==> src/rtl/ecc_regfront_pkg.sv <==
package ecc_regfront_pkg;
  localparam int AW = 12;
  localparam logic [AW-1:0] A_ENC_CTL  = 12'h000;
  localparam logic [AW-1:0] A_ENC_CFG  = 12'h004;
  localparam logic [AW-1:0] A_ENC_IDLE = 12'h00C;
  localparam logic [AW-1:0] A_ENC_PAR  = 12'h010;
  localparam logic [AW-1:0] A_ENC_IEN  = 12'h080;
  localparam logic [AW-1:0] A_ENC_STA  = 12'h084;
  localparam logic [AW-1:0] A_DEC_CTL  = 12'h100;
  localparam logic [AW-1:0] A_DEC_CFG  = 12'h104;
  localparam logic [AW-1:0] A_DEC_IDLE = 12'h10C;
  localparam logic [AW-1:0] A_DEC_DONE = 12'h124;
  localparam logic [AW-1:0] A_DEC_IEN  = 12'h200;
  localparam logic [AW-1:0] A_DEC_STA  = 12'h204;

  typedef struct packed {
    logic ctl_we;
    logic cfg_we;
    logic ien_we;
    logic clr;
  } chan_wr_t;
endpackage

==> src/rtl/ecc_chan.sv <==
module ecc_chan
  import ecc_regfront_pkg::*;
#(
  parameter int NSEC        = 4,
  parameter int STEP_CYCLES = 8
) (
  input  logic            clk_i,
  input  logic            rst_ni,
  input  chan_wr_t        wr_i,
  input  logic [31:0]     wdata_i,
  output logic            run_o,
  output logic            busy_o,
  output logic [31:0]     cfg_o,
  output logic [1:0]      ien_o,
  output logic            pend_o,
  output logic [NSEC-1:0] done_o,
  output logic            fin_o
);
  localparam int SW = (NSEC > 1) ? $clog2(NSEC) : 1;
  localparam int CW = (STEP_CYCLES > 1) ? $clog2(STEP_CYCLES) : 1;

  logic            run_q, busy_q, pend_q;
  logic [31:0]     cfg_q;
  logic [1:0]      ien_q;
  logic [NSEC-1:0] done_q;
  logic [SW-1:0]   sec_q;
  logic [CW-1:0]   cyc_q;

  logic step, last, start, stop;
  assign step  = busy_q && (cyc_q == CW'(STEP_CYCLES - 1));
  assign last  = (sec_q == SW'(NSEC - 1));
  assign start = wr_i.ctl_we && wdata_i[0] && !busy_q;
  assign stop  = wr_i.ctl_we && !wdata_i[0];

  always_ff @(posedge clk_i or negedge rst_ni) begin
    if (!rst_ni) begin
      run_q  <= 1'b0;
      busy_q <= 1'b0;
      pend_q <= 1'b0;
      cfg_q  <= '0;
      ien_q  <= '0;
      done_q <= '0;
      sec_q  <= '0;
      cyc_q  <= '0;
    end else begin
      if (start) begin
        run_q  <= 1'b1;
        busy_q <= 1'b1;
        pend_q <= 1'b0;
        done_q <= '0;
        sec_q  <= '0;
        cyc_q  <= '0;
      end else if (stop) begin
        run_q  <= 1'b0;
        busy_q <= 1'b0;
        pend_q <= 1'b0;
        sec_q  <= '0;
        cyc_q  <= '0;
      end else begin
        if (busy_q) cyc_q <= step ? '0 : cyc_q + 1'b1;
        if (step) begin
          for (int k = 0; k < NSEC; k++)
            if (sec_q == SW'(k)) done_q[k] <= 1'b1;
          if (last) busy_q <= 1'b0;
          else      sec_q  <= sec_q + 1'b1;
        end
        // set wins over a same-cycle read clear
        if (step && (!ien_q[1] || last)) pend_q <= 1'b1;
        else if (wr_i.clr)               pend_q <= 1'b0;
      end
      if (wr_i.cfg_we && !busy_q) cfg_q <= wdata_i;
      if (wr_i.ien_we)            ien_q <= wdata_i[1:0];
    end
  end

  assign run_o  = run_q;
  assign busy_o = busy_q;
  assign cfg_o  = cfg_q;
  assign ien_o  = ien_q;
  assign pend_o = pend_q;
  assign done_o = done_q;
  assign fin_o  = step && last;

  p_cfg_hold_r4: assert property (@(posedge clk_i) disable iff (!rst_ni)
    busy_q |=> $stable(cfg_q));
  p_mask_clear_r5: assert property (@(posedge clk_i) disable iff (!rst_ni)
    $rose(busy_q) |-> (done_q == '0));
  p_mask_grow_r5: assert property (@(posedge clk_i) disable iff (!rst_ni)
    (busy_q && $past(busy_q)) |-> (($past(done_q) & ~done_q) == '0));
  p_page_irq_r7: assert property (@(posedge clk_i) disable iff (!rst_ni)
    ($rose(pend_q) && $past(ien_q[1])) |-> done_q[NSEC-1]);
endmodule

==> src/rtl/ecc_parity_stub.sv <==
module ecc_parity_stub #(
  parameter int NW  = 4,
  localparam int IW = (NW > 1) ? $clog2(NW) : 1
) (
  input  logic          clk_i,
  input  logic          rst_ni,
  input  logic          latch_i,
  input  logic [31:0]   cfg_i,
  input  logic [IW-1:0] idx_i,
  output logic [31:0]   word_o
);
  logic [31:0] par_q [NW];

  for (genvar g = 0; g < NW; g++) begin : g_word
    always_ff @(posedge clk_i or negedge rst_ni) begin
      if (!rst_ni)      par_q[g] <= '0;
      else if (latch_i) par_q[g] <= cfg_i ^ (32'h0101_0101 * 32'(g + 1));
    end
  end

  assign word_o = par_q[idx_i];
endmodule

==> src/rtl/ecc_regfront.sv <==
module ecc_regfront
  import ecc_regfront_pkg::*;
#(
  parameter int NUM_SECTORS = 4,
  parameter int STEP_CYCLES = 8,
  parameter int PAR_WORDS   = 4
) (
  input  logic          clk_i,
  input  logic          rst_ni,
  input  logic          reg_we_i,
  input  logic          reg_re_i,
  input  logic [11:0]   reg_addr_i,
  input  logic [31:0]   reg_wdata_i,
  output logic [31:0]   reg_rdata_o,
  output logic          irq_o,
  output logic [31:0]   enc_cfg_o,
  output logic [31:0]   dec_cfg_o
);
  localparam int PIW = (PAR_WORDS > 1) ? $clog2(PAR_WORDS) : 1;

  chan_wr_t enc_wr, dec_wr;
  logic enc_run, enc_busy, enc_pend, enc_fin;
  logic dec_run, dec_busy, dec_pend, dec_fin;
  logic [1:0] enc_ien, dec_ien;
  logic [0:0] enc_done;
  logic [NUM_SECTORS-1:0] dec_done;
  logic [31:0] par_word;
  logic [11:0] par_off;
  logic par_hit;

  always_comb begin
    enc_wr.ctl_we = reg_we_i && (reg_addr_i == A_ENC_CTL);
    enc_wr.cfg_we = reg_we_i && (reg_addr_i == A_ENC_CFG);
    enc_wr.ien_we = reg_we_i && (reg_addr_i == A_ENC_IEN);
    enc_wr.clr    = 1'b0;
    dec_wr.ctl_we = reg_we_i && (reg_addr_i == A_DEC_CTL);
    dec_wr.cfg_we = reg_we_i && (reg_addr_i == A_DEC_CFG);
    dec_wr.ien_we = reg_we_i && (reg_addr_i == A_DEC_IEN);
    dec_wr.clr    = reg_re_i && ((reg_addr_i == A_DEC_STA) || (reg_addr_i == A_DEC_DONE));
  end

  ecc_chan #(.NSEC(1), .STEP_CYCLES(STEP_CYCLES)) u_enc (
    .clk_i, .rst_ni, .wr_i(enc_wr), .wdata_i(reg_wdata_i),
    .run_o(enc_run), .busy_o(enc_busy), .cfg_o(enc_cfg_o), .ien_o(enc_ien),
    .pend_o(enc_pend), .done_o(enc_done), .fin_o(enc_fin)
  );

  ecc_chan #(.NSEC(NUM_SECTORS), .STEP_CYCLES(STEP_CYCLES)) u_dec (
    .clk_i, .rst_ni, .wr_i(dec_wr), .wdata_i(reg_wdata_i),
    .run_o(dec_run), .busy_o(dec_busy), .cfg_o(dec_cfg_o), .ien_o(dec_ien),
    .pend_o(dec_pend), .done_o(dec_done), .fin_o(dec_fin)
  );

  assign par_off = reg_addr_i - A_ENC_PAR;
  assign par_hit = (reg_addr_i >= A_ENC_PAR) && (par_off < 12'(4 * PAR_WORDS));

  ecc_parity_stub #(.NW(PAR_WORDS)) u_par (
    .clk_i, .rst_ni, .latch_i(enc_fin), .cfg_i(enc_cfg_o),
    .idx_i(par_off[PIW+1:2]), .word_o(par_word)
  );

  always_comb begin
    reg_rdata_o = '0;
    if (par_hit) reg_rdata_o = par_word;
    else begin
      case (reg_addr_i)
        A_ENC_CTL:  reg_rdata_o = {31'd0, enc_run};
        A_ENC_CFG:  reg_rdata_o = enc_cfg_o;
        A_ENC_IDLE: reg_rdata_o = {30'd0, enc_done[0], !enc_busy};
        A_ENC_IEN:  reg_rdata_o = {30'd0, enc_ien};
        A_ENC_STA:  reg_rdata_o = {31'd0, enc_pend};
        A_DEC_CTL:  reg_rdata_o = {31'd0, dec_run};
        A_DEC_CFG:  reg_rdata_o = dec_cfg_o;
        A_DEC_IDLE: reg_rdata_o = {31'd0, !dec_busy};
        A_DEC_DONE: reg_rdata_o = 32'(dec_done);
        A_DEC_IEN:  reg_rdata_o = {30'd0, dec_ien};
        A_DEC_STA:  reg_rdata_o = {31'd0, dec_pend};
        default:    reg_rdata_o = '0;
      endcase
    end
  end

  assign irq_o = (enc_ien[0] && enc_pend) || (dec_ien[0] && dec_pend);

  p_irq_src_r6: assert property (@(posedge clk_i) disable iff (!rst_ni)
    irq_o |-> (enc_pend || dec_pend));
  p_fin_unique_r9: assert property (@(posedge clk_i) disable iff (!rst_ni)
    enc_fin |=> !enc_busy);
endmodule

==> config.mk <==
export PLATFORM = sky130hd
export DESIGN_NAME = ecc_regfront
export DESIGN_NICKNAME = d
export VERILOG_FILES = /design/src/rtl/ecc_regfront_pkg.sv /design/src/rtl/ecc_chan.sv /design/src/rtl/ecc_parity_stub.sv /design/src/rtl/ecc_regfront.sv
export SDC_FILE = /design/constraint.sdc
export NUM_CORES = 1
export LEC_CHECK = 0
export CORE_UTILIZATION = 45
export DETAILED_ROUTE_END_ITERATION = 8
export GPL_TIMING_DRIVEN = 1
export PLACE_DENSITY = 0.73
export SYNTH_ARGS = -nofsm -noshare
export SYNTH_HDL_FRONTEND = slang
export SYNTH_SLANG_ARGS = --single-unit
==> constraint.sdc <==
create_clock -name clk_i -period 3.95 [get_ports clk_i]
set_clock_uncertainty 0.05 [all_clocks]
set_input_delay 0.79 -clock clk_i [delete_from_list [all_inputs] [get_ports clk_i]]
set_output_delay 0.79 -clock clk_i [all_outputs]
set_load 0.03 [all_outputs]
# Word level (Yosys, flattened, before mapping)
# Index checks and enable logic that the tools add are counted.
totals:
  in_bits: 48
  romBits: 0
  ram_bits: 0
  mem_count: 0
  latch_bits: 0
  output_inout_bits: 97
  reg_bits: 216
  wordCells: 165
op_classes:
  n_lt_le_gt_ge: 3
  n_eq_ne: 20
  muxes: 51
  shifts: 0
  n_reduce_logical: 57
  n_addsub: 5
  n_div: 0
  multipliers: 0
  n_bitwise: 6
op_table:
  columns: ["operator", "n"]
  rows:
  - ["32-bit case mux with 11 select lines", 1]
  - ["32-bit 2-to-1 mux", 3]
  - ["32-bit binary-select mux with 2-bit select", 1]
  - ["12-bit by 9-bit == test with 1-bit output, second input constant", 4]
  - ["1-bit 2-to-1 mux", 31]
  - ["12-bit by 10-bit == test with 1-bit output, second input constant", 2]
  - ["12-bit by 8-bit == test with 1-bit output, second input constant", 2]
  - ["3-bit 2-to-1 mux", 8]
  - ["1-bit logical AND", 23]
  - ["3-bit nonzero test", 6]
  - ["2-bit nonzero test", 8]
  - ["3-bit AND reduction", 5]
  - ["12-bit by 3-bit == test with 1-bit output, second input constant", 1]
  - ["12-bit by 4-bit == test with 1-bit output, second input constant", 1]
  - ["12-bit by 5-bit >= comparator with 1-bit output, second input constant", 1]
  - ["12-bit zero test", 1]
  - ["12-bit by 5-bit less-than comparator with 1-bit output, second input constant", 1]
  - ["4-bit 2-to-1 mux", 3]
  - ["4-bit inverter", 3]
  - ["12-bit by 5-bit subtractor with 12-bit output, second input constant", 1]
  - ["2-bit 2-to-1 mux", 4]
  - ["8-bit inverter", 1]
  - ["3-bit by 1-bit adder with 3-bit output, second input constant", 2]
  - ["3-bit == test, second input constant", 2]
  - ["15 further kinds", 27]

# Depth between registers and ports, before layout
# Gate-level depths: netlist of run 1.
depth:
  word_depth: 7
  depth_mapped: 7

# Hierarchy
# Synthesis of run 1 repeated with hierarchy kept, for this count alone.
hier_totals:
  hier_cells: 514
  area_unflattened_um2: 6543.8
modules_own_cells:
  columns: ["module", "area_per_inst_um2", "n_inst", "seq_area_each_um2", "cells_per_inst"]
  rows:
  - ["ecc_chan at u_dec", 2018.2, 1, 1151.1, 138]
  - ["ecc_parity_stub", 1956.9, 1, 1101.1, 145]
  - ["ecc_chan at u_enc", 1739.2, 1, 1026.0, 101]
  - ["ecc_regfront", 829.5, 1, 0.0, 130]

# Worst setup path after synthesis of run 1
# No wires, ideal clock.
synth_timing:
  kind: "input -> output"
  startpoint: "in reg_addr_i[4]"
  endpoint: "out reg_rdata_o[26]"
  arrival_time_ns: 2.390
  path_slack_ns: 0.720
  cell_stages: 7
  cell_sequence: "nor4_1 -> buf_2 -> and3_1 -> buf_2 -> buf_2 -> a22oi_1 -> o21ai_0"
synth_via:
  elab_chain_len: 4
  elab_cells_between_ends: 17
  cone_classes: "1 x add/sub; 2 x order compare; 10 x eq/ne; 2 x mux; 2 x reduce/logical"
synth_rtl:
  columns: ["element", "line_no", "source"]
  rows:
  - ["start, declared", "ecc_regfront.sv:12", "input logic [11:0] reg_addr_i,"]
  - ["12-bit by 5-bit subtractor with 12-bit output", "ecc_regfront.sv:54", "assign par_off = reg_addr_i - A_ENC_PAR;"]
  - ["12-bit by 5-bit less-than comparator with 1-bit output", "ecc_regfront.sv:55", "assign par_hit = (reg_addr_i >= A_ENC_PAR) && (par_off < 12'(4 * PAR_WORDS));"]
  - ["1-bit logical AND", "ecc_regfront.sv:55", null]
  - ["32-bit 2-to-1 mux *", "ecc_regfront.sv:64", "if (par_hit) reg_rdata_o = par_word;"]
  - ["end, declared", "ecc_regfront.sv:14", "output logic [31:0] reg_rdata_o,"]
# Every way passes the cells marked *; elsewhere a longest branch is shown, timed or not.

# Worst setup path after layout of run 1
layout_timing:
  startpoint: "in reg_addr_i[3]"
  endpoint: "out reg_rdata_o[1]"
layout_via:
  elab_chain_len: 6
  elab_cells_between_ends: 21
  cone_classes: "1 x add/sub; 2 x order compare; 10 x eq/ne; 5 x mux; 1 x bitwise; 2 x reduce/logical"
layout_rtl:
  columns: ["element", "line_no"]
  rows:
  - ["branches (longest 5 deep; another with 12-bit by 5-bit subtractor with 12-bit output)", null]
  - ["32-bit 2-to-1 mux *", "ecc_regfront.sv:64"]
# Every way passes the cells marked *. The select of a mux whose other input is x is not followed.

==> run metrics, run 1 <==
Setup Total Neg Slack 0 ns; Routed Antenna Nets 0; area grow syn2layout 35.9%; Pleak approximately 0.0041 µW; HP Class input port to async pin; Max clock buf depth 2; post-CTS sizing 0; GR peak layer met2; Net Sw Frac a little over a fifth; n_diodes 0; layout cell share with drive strength beyond 1 ~30%; fin crit share a little over nine tenths; fmax ~260 MHz; detailed placement HPWL about 11000 µm; Power Total 3100 µW; part of the Yosys area used for sequential elements 52.6%; # hold bufs at CTS 0; first-pass GRT wire length about 26000 µm; # Post-CTS Setup Buffers 0; Num CTS Buffers 17; pin count of the biggest net entering global routing 57; initial drt markers 209; All-Layer GR Usage between 20% and 30%; internal power 2430 µW; Pwr per Cell Area approximately 370 nW/µm²; Setup crit end kind output port; Via density about 5.5; final hold vios 0; vias in the first global route approximately 4900; Global Route met3 Usage under 10%; met1 usage 31.0%; relative slew slack roughly 45%; core area between 10000 and 15000 µm²; Crit path required time approximately 3.1 ns; Post-Syn Nets ~560; EDFF count, synth 0; drt total wl about 16000 µm; routability cong. 0.881; Post-synth ARST share 100%; crit path time final 3.79 ns; P_sw between 600 and 700 µW; arrival time at the worst endpoint just under 3 ns; max-slew violations 0; Die X ~120 µm; Seq pwr share between 40 and 50%; synthesized cell area between 6000 and 7000 µm²; Post-route DRC 0; unrepaired setup endpoints after global routing false; Die Area roughly 14000 µm²; Yosys reg bits about 130; port bufs ~140; CTS tree done; Clock Sink Count ~130; Starting Density 46.5%; Pre-antenna DRT Iters 5; Clk pwr share between 50 and 60%; drt wl/cell about 19 µm; row count 42; syn avg cell area 12.5 µm²; die height between 100 and 150 µm; Most used DFF post-synth dfrtp_1; Reg2Reg Depth 5; Mapped Cells between 400 and 500; met2 Use GR between 30% and 40%; Least-Margin Pin Slew between 0.8 and 0.9 ns; initial antenna violation count 0; H-tree Lvls 4; # fillers just over 1000; IO Pins 145; Comb pwr share 5.0%; max_cap viols 0; critical path startpoint category input port; pre-CTS setup slack 0.111 ns; status completed; setup ws final ~0.16 ns; crit-path max FO 6; Syn. warnings 0; Worst R2R Setup Slack approximately 1.6 ns; total congestion overflow 0; Unique masters post-synth 55; DR vias roughly 4700; Worst-Skew Late Latency 0.42 ns; worst IR drop on VDD about 0.00031 V; Setup-failing EPs final 0; kind of critical path input port to output port; root buffer cell clkbuf_16; Nets 713; clk slew on worst S/H paths around 0.050 ns
==> through the flow <==
| stage | hold WS (ns) | cells | instance area [µm²] | utilization (%) |
|---|---|---|---|---|
| 6_report | 0.226 | 846 | 8480 | 63.2 |
| 5_1_grt | 0.233 | 846 | 8480 | 63.2 |
| 4_1_cts | 0.221 | 845 | 8470 | 63.2 |
| 3_5_place_dp | 0.420 | 813 | 7870 | 58.7 |
| 3_3_place_gp | 0.411 | 813 | 7870 | 58.7 |
| 2_1_floorplan | 0.394 | 499 | 6240 | - |
==> layout by cell type (no fill, tap or decap), types with 4 or more instances in the layout <==
cell type,Yosys,final
mux2i_1,12,12
a21oi_1,8,8
mux2_4,30,30
inv_1,7,7
clkinvlp_4,0,4
o211ai_1,5,5
a22oi_1,30,30
buf_4,4,53
nand2_1,66,65
and3_1,5,5
nand4_1,7,7
o21ai_0,26,26
dfrtp_1,131,131
mux2_2,73,73
clkinv_2,0,4
clkbuf_16,0,17
or3_1,4,4
ha_1,8,8
clkdlybuf4s50_1,0,112
nor2_1,6,6
a32o_1,4,4
nor3_1,5,5
==> synth_stat cells, types with 2 or more instances <==
library cell	number	area [µm²]
ha_1	8	100
nor3_1	5	25.0
buf_6	4	45.0
buf_4	4	30.0
a21oi_1	8	40.0
or3_1	4	25.0
mux2_4	30	450
clkbuf_1	14	52.6
nand2_1	66	248
nor4b_4	2	47.6
buf_2	7	35.0
o21ai_0	26	130
mux2_2	73	822
nor2_1	6	22.5
a32o_1	4	40.0
o22a_1	2	17.5
a22oi_1	30	225
o21a_1	2	15.0
and3b_1	2	17.5
o211ai_1	5	37.5
a32oi_1	2	17.5
and3_1	5	31.3
o22ai_1	2	12.5
nand3_1	3	15.0
mux2i_1	12	120
inv_1	7	26.3
nand4_1	7	43.8
dfrtp_1	131	3280
a22o_1	2	17.5
==> power groups by stage <==
stage | Combinational [µW] | Clock (µW) | Sequential [µW]
2_1_floorplan | 40.3 | 0 | 1390
3_3_place_gp | 151 | 0 | 1380
3_5_place_dp | 155 | 0 | 1380
4_1_cts | 156 | 1610 | 1360
5_1_grt | 169 | 1680 | 1360
6_report | 154 | 1580 | 1360
==> layer usage <==
metal	wire length, µm	part of all wire, %
met3	732	4.6
met5	0	0
met2	7990	50
met4	250	1.6
met1	7070	44
==> path summary, 6_finish.rpt <==
check                                       startpoint                          end
hold reg to reg            u_par.par_q[26]$_DFFE_PN0P_  u_par.par_q[26]$_DFFE_PN0P_
hold / removal                                  rst_ni  u_dec.cfg_o[17]$_DFFE_PN0P_
max in group asynchronous                       rst_ni   u_enc.ien_o[1]$_DFFE_PN0P_
min in group clk_i         u_par.par_q[26]$_DFFE_PN0P_  u_par.par_q[26]$_DFFE_PN0P_
setup / recovery                         reg_addr_i[3]               reg_rdata_o[1]
setup reg to reg            u_enc.cyc_q[0]$_DFFE_PN0P_   u_par.par_q[0]$_DFFE_PN0P_
==> worst max-delay path, stage by stage <==
cell             delay (ns)
clkdlybuf4s50_1        0.66
xor2_1                 0.25
mux2_2                 0.37
a32oi_1                0.15
nand4_1                0.11
clkdlybuf4s50_1        0.62
==> cells by family after synthesis <==
group / share of synthesized area (%)
DFF: 52.6
muxes: 22.5
and+or+nand+nor: 10.0
AOI/OAI and AO/OA: 9.97
buffers and inverters: 3.03
adders and majority gates: 1.61
xor gates and xnor gates: 0.281
==> sequential cells by signal, summed over array words and instances, names as in the netlist <==
register	flops
u_par.par_q	44
u_dec.cfg_o	32
u_enc.cfg_o	32
u_dec.done_o	4
u_dec.cyc_q	3
u_enc.cyc_q	3
u_dec.ien_o	2
u_dec.sec_q	2
u_enc.ien_o	2
u_dec.busy_o	1
u_dec.pend_o	1
u_dec.run_o	1
u_enc.busy_o	1
u_enc.done_o	1
u_enc.pend_o	1
u_enc.run_o	1
==> area by class of cell <==
| class | count | area [µm²] | area share (%) |
|---|---|---|---|
| Clock buffer | 19 | 443 | 5.23 |
| Clock inverter | 13 | 158 | 1.86 |
| Inverter | 7 | 26.3 | 0.310 |
| Multi-Input combinational cell | 332 | 2770 | 32.7 |
| Sequential cell | 131 | 3280 | 38.7 |
| Tap cell | 176 | 220 | 2.60 |
| Timing Repair Buffer | 168 | 1580 | 18.6 |
(Power assumes the default switching activity.)
==> inputs of run 2 (changes only) <==
--- a/config.mk
+++ b/config.mk
@@ -8,2 +8,3 @@
 export CORE_UTILIZATION = 45
+export CTS_BUF_LIST = sky130_fd_sc_hd__clkbuf_16
 export DETAILED_ROUTE_END_ITERATION = 8
--- a/constraint.sdc
+++ b/constraint.sdc
@@ -4,2 +4,2 @@
 set_output_delay 0.79 -clock clk_i [all_outputs]
-set_load 0.03 [all_outputs]
+set_load 0.1 [all_outputs]
==> run 2 against run 1 <==
Highest routed layer unchanged. Hold slack better by 0.21 ns. Utilization rose by 3.4 points. Sequential share of layout area decreased by 1.9 points. Die area is the same. Critical path type unchanged. Combinational power up 12%.
==> run metrics, run 2 (same netlist as run 1, synthesis figures left out) <==
Seq pwr share between 40% and 50%; arrival time at the worst endpoint between 2 and 3 ns; Routed Antenna Nets 0; Post-route DRC 0; DR vias 4787; Pwr per Cell Area 369 nW/µm²; Num CTS Buffers 17; Net Sw Frac 21.0%; die height between 100 and 150 µm; root buffer cell clkbuf_16; unrepaired setup endpoints after global routing false; Crit path required time slightly above 3 ns; Worst-Skew Late Latency 0.42 ns; pin count of the biggest net entering global routing ~70; Core Util, Final between 60% and 70%; crit-path max FO 8; total congestion overflow 0; first-pass GRT wire length 26200 µm; critical path startpoint category input port; initial drt markers between 300 and 400; Setup crit end kind output port; IO Pins roughly 150; final hold vios 0; Die X around 120 µm; Starting Density a little under half; pre-CTS setup slack 0.251 ns; HP Class input port to async pin; CTS tree done; Clock Sink Count between 100 and 150; n_diodes 0; # hold bufs at CTS 0; internal power 2600 µW; finished layout cell area a little under 9000 µm²; layout cell share with drive strength beyond 1 29.4%; P_sw ~700 µW; kind of critical path input port to output port; max reg flops 44; worst IR drop on VDD about 0.00030 V; core area ~13000 µm²; # Post-CTS Setup Buffers 0; relative slew slack slightly below 30%; setup ws final 0.245 ns; placed cell area ~8300 µm²; H-tree Lvls 4; Least-Margin Pin Slew around 1.1 ns; most common cell after layout, fill and taps aside dfrtp_1; drt total wl ~16000 µm; Via density between 5 and 6; max-slew violations 0; Nets between 700 and 800; Setup-failing EPs final 0; Max clock buf depth 2; Pleak 0.00421 µW; area grow syn2layout 43.1%; drt wl/cell ~19 µm; vias in the first global route ~5000; initial antenna violation count 0; clk slew on worst S/H paths about 0.060 ns; commonest cells after routing, fill and taps aside 131 x dfrtp_1, 111 x clkdlybuf4s50_1, 73 x mux2_2; fmax 270 MHz; Largest Register u_par.par_q; post-CTS sizing 0; Die Area 14300 µm²; Clk pwr share between 50 and 60%; port bufs about 140; Pre-antenna DRT Iters 6; max_cap viols 0; row count 42; crit path time final ~3.7 ns; detailed placement HPWL ~11000 µm; status completed; Comb pwr share 5.2%; All-Layer GR Usage between 20% and 30%; fin crit share a little over nine tenths; routability cong. about 0.87
run 2: cell types whose count changed in the layout (fill, tap and decap cells not counted), sizes merged:
cell	delta
clkbuf	-2
bufinv	+3
clkinv	+1
buf	-2
clkdlybuf4s50	-1
clkinvlp	-2
run 2: layout make-up:
class,count,area [µm²]
timing repair buffer,165,1970
tap,176,220
inverter,7,26.3
fill,969,4480
multi-input combinational,332,2770
clock inverter,15,236
clock buffer,17,425
sequential,131,3280
run 2: path summary, 6_finish.rpt:
| kind | start | end | slack [ns] | depth (start not counted) |
|---|---|---|---|---|
| max in group asynchronous | rst_ni | u_par.par_q[29]$_DFFE_PN0P_ | 2.55 | 2 |
| setup / recovery | reg_addr_i[2] | reg_rdata_o[0] | 0.24 | 6 |
| setup reg to reg | u_enc.cyc_q[0]$_DFFE_PN0P_ | u_par.par_q[20]$_DFFE_PN0P_ | 1.59 | 5 |
| min in group clk_i | u_par.par_q[32]$_DFFE_PN0P_ | u_par.par_q[32]$_DFFE_PN0P_ | 0.43 | 2 |
| hold / removal | rst_ni | u_dec.cfg_o[16]$_DFFE_PN0P_ | 0.43 | 1 |
| hold reg to reg | u_par.par_q[32]$_DFFE_PN0P_ | u_par.par_q[32]$_DFFE_PN0P_ | 0.43 | 2 |
run 2: critical path, stage by stage:
cell and delay, ns:
clkdlybuf4s50_1 0.68, mux2_2 0.38, a22oi_1 0.18, nor2_1 0.06
or4_1 0.57, buf_12 0.20
run 2: power by group through the flow:
stage / clock network, µW / registers (µW) / logic, µW
after floorplan: 0 / 1400 / 41.0
after global placement: 0 / 1380 / 168
after detailed placement: 0 / 1380 / 174
after CTS: 1780 / 1360 / 175
after global routing: 1840 / 1360 / 185
final: 1760 / 1360 / 172
run 2: routing by layer:
metal | track usage, % | wire length (µm) | vias to the layer above
met5 | 0 | 0 | -
met4 | 10.5 | 425 | 0
met3 | 5.04 | 830 | 38
met2 | 39.8 | 8120 | 174
met1 | 29.8 | 6950 | 2423
li1 | - | - | 2152
run 2: metrics by stage:
stage	total power [µW]	setup TNS, ns	std cells	hold slack (ns)
2_1_floorplan	1440	-6.04	499	0.394
3_3_place_gp	1550	0	811	0.410
3_5_place_dp	1560	0	811	0.420
4_1_cts	3310	0	843	0.436
5_1_grt	3390	0	843	0.455
6_report	3290	0	843	0.433
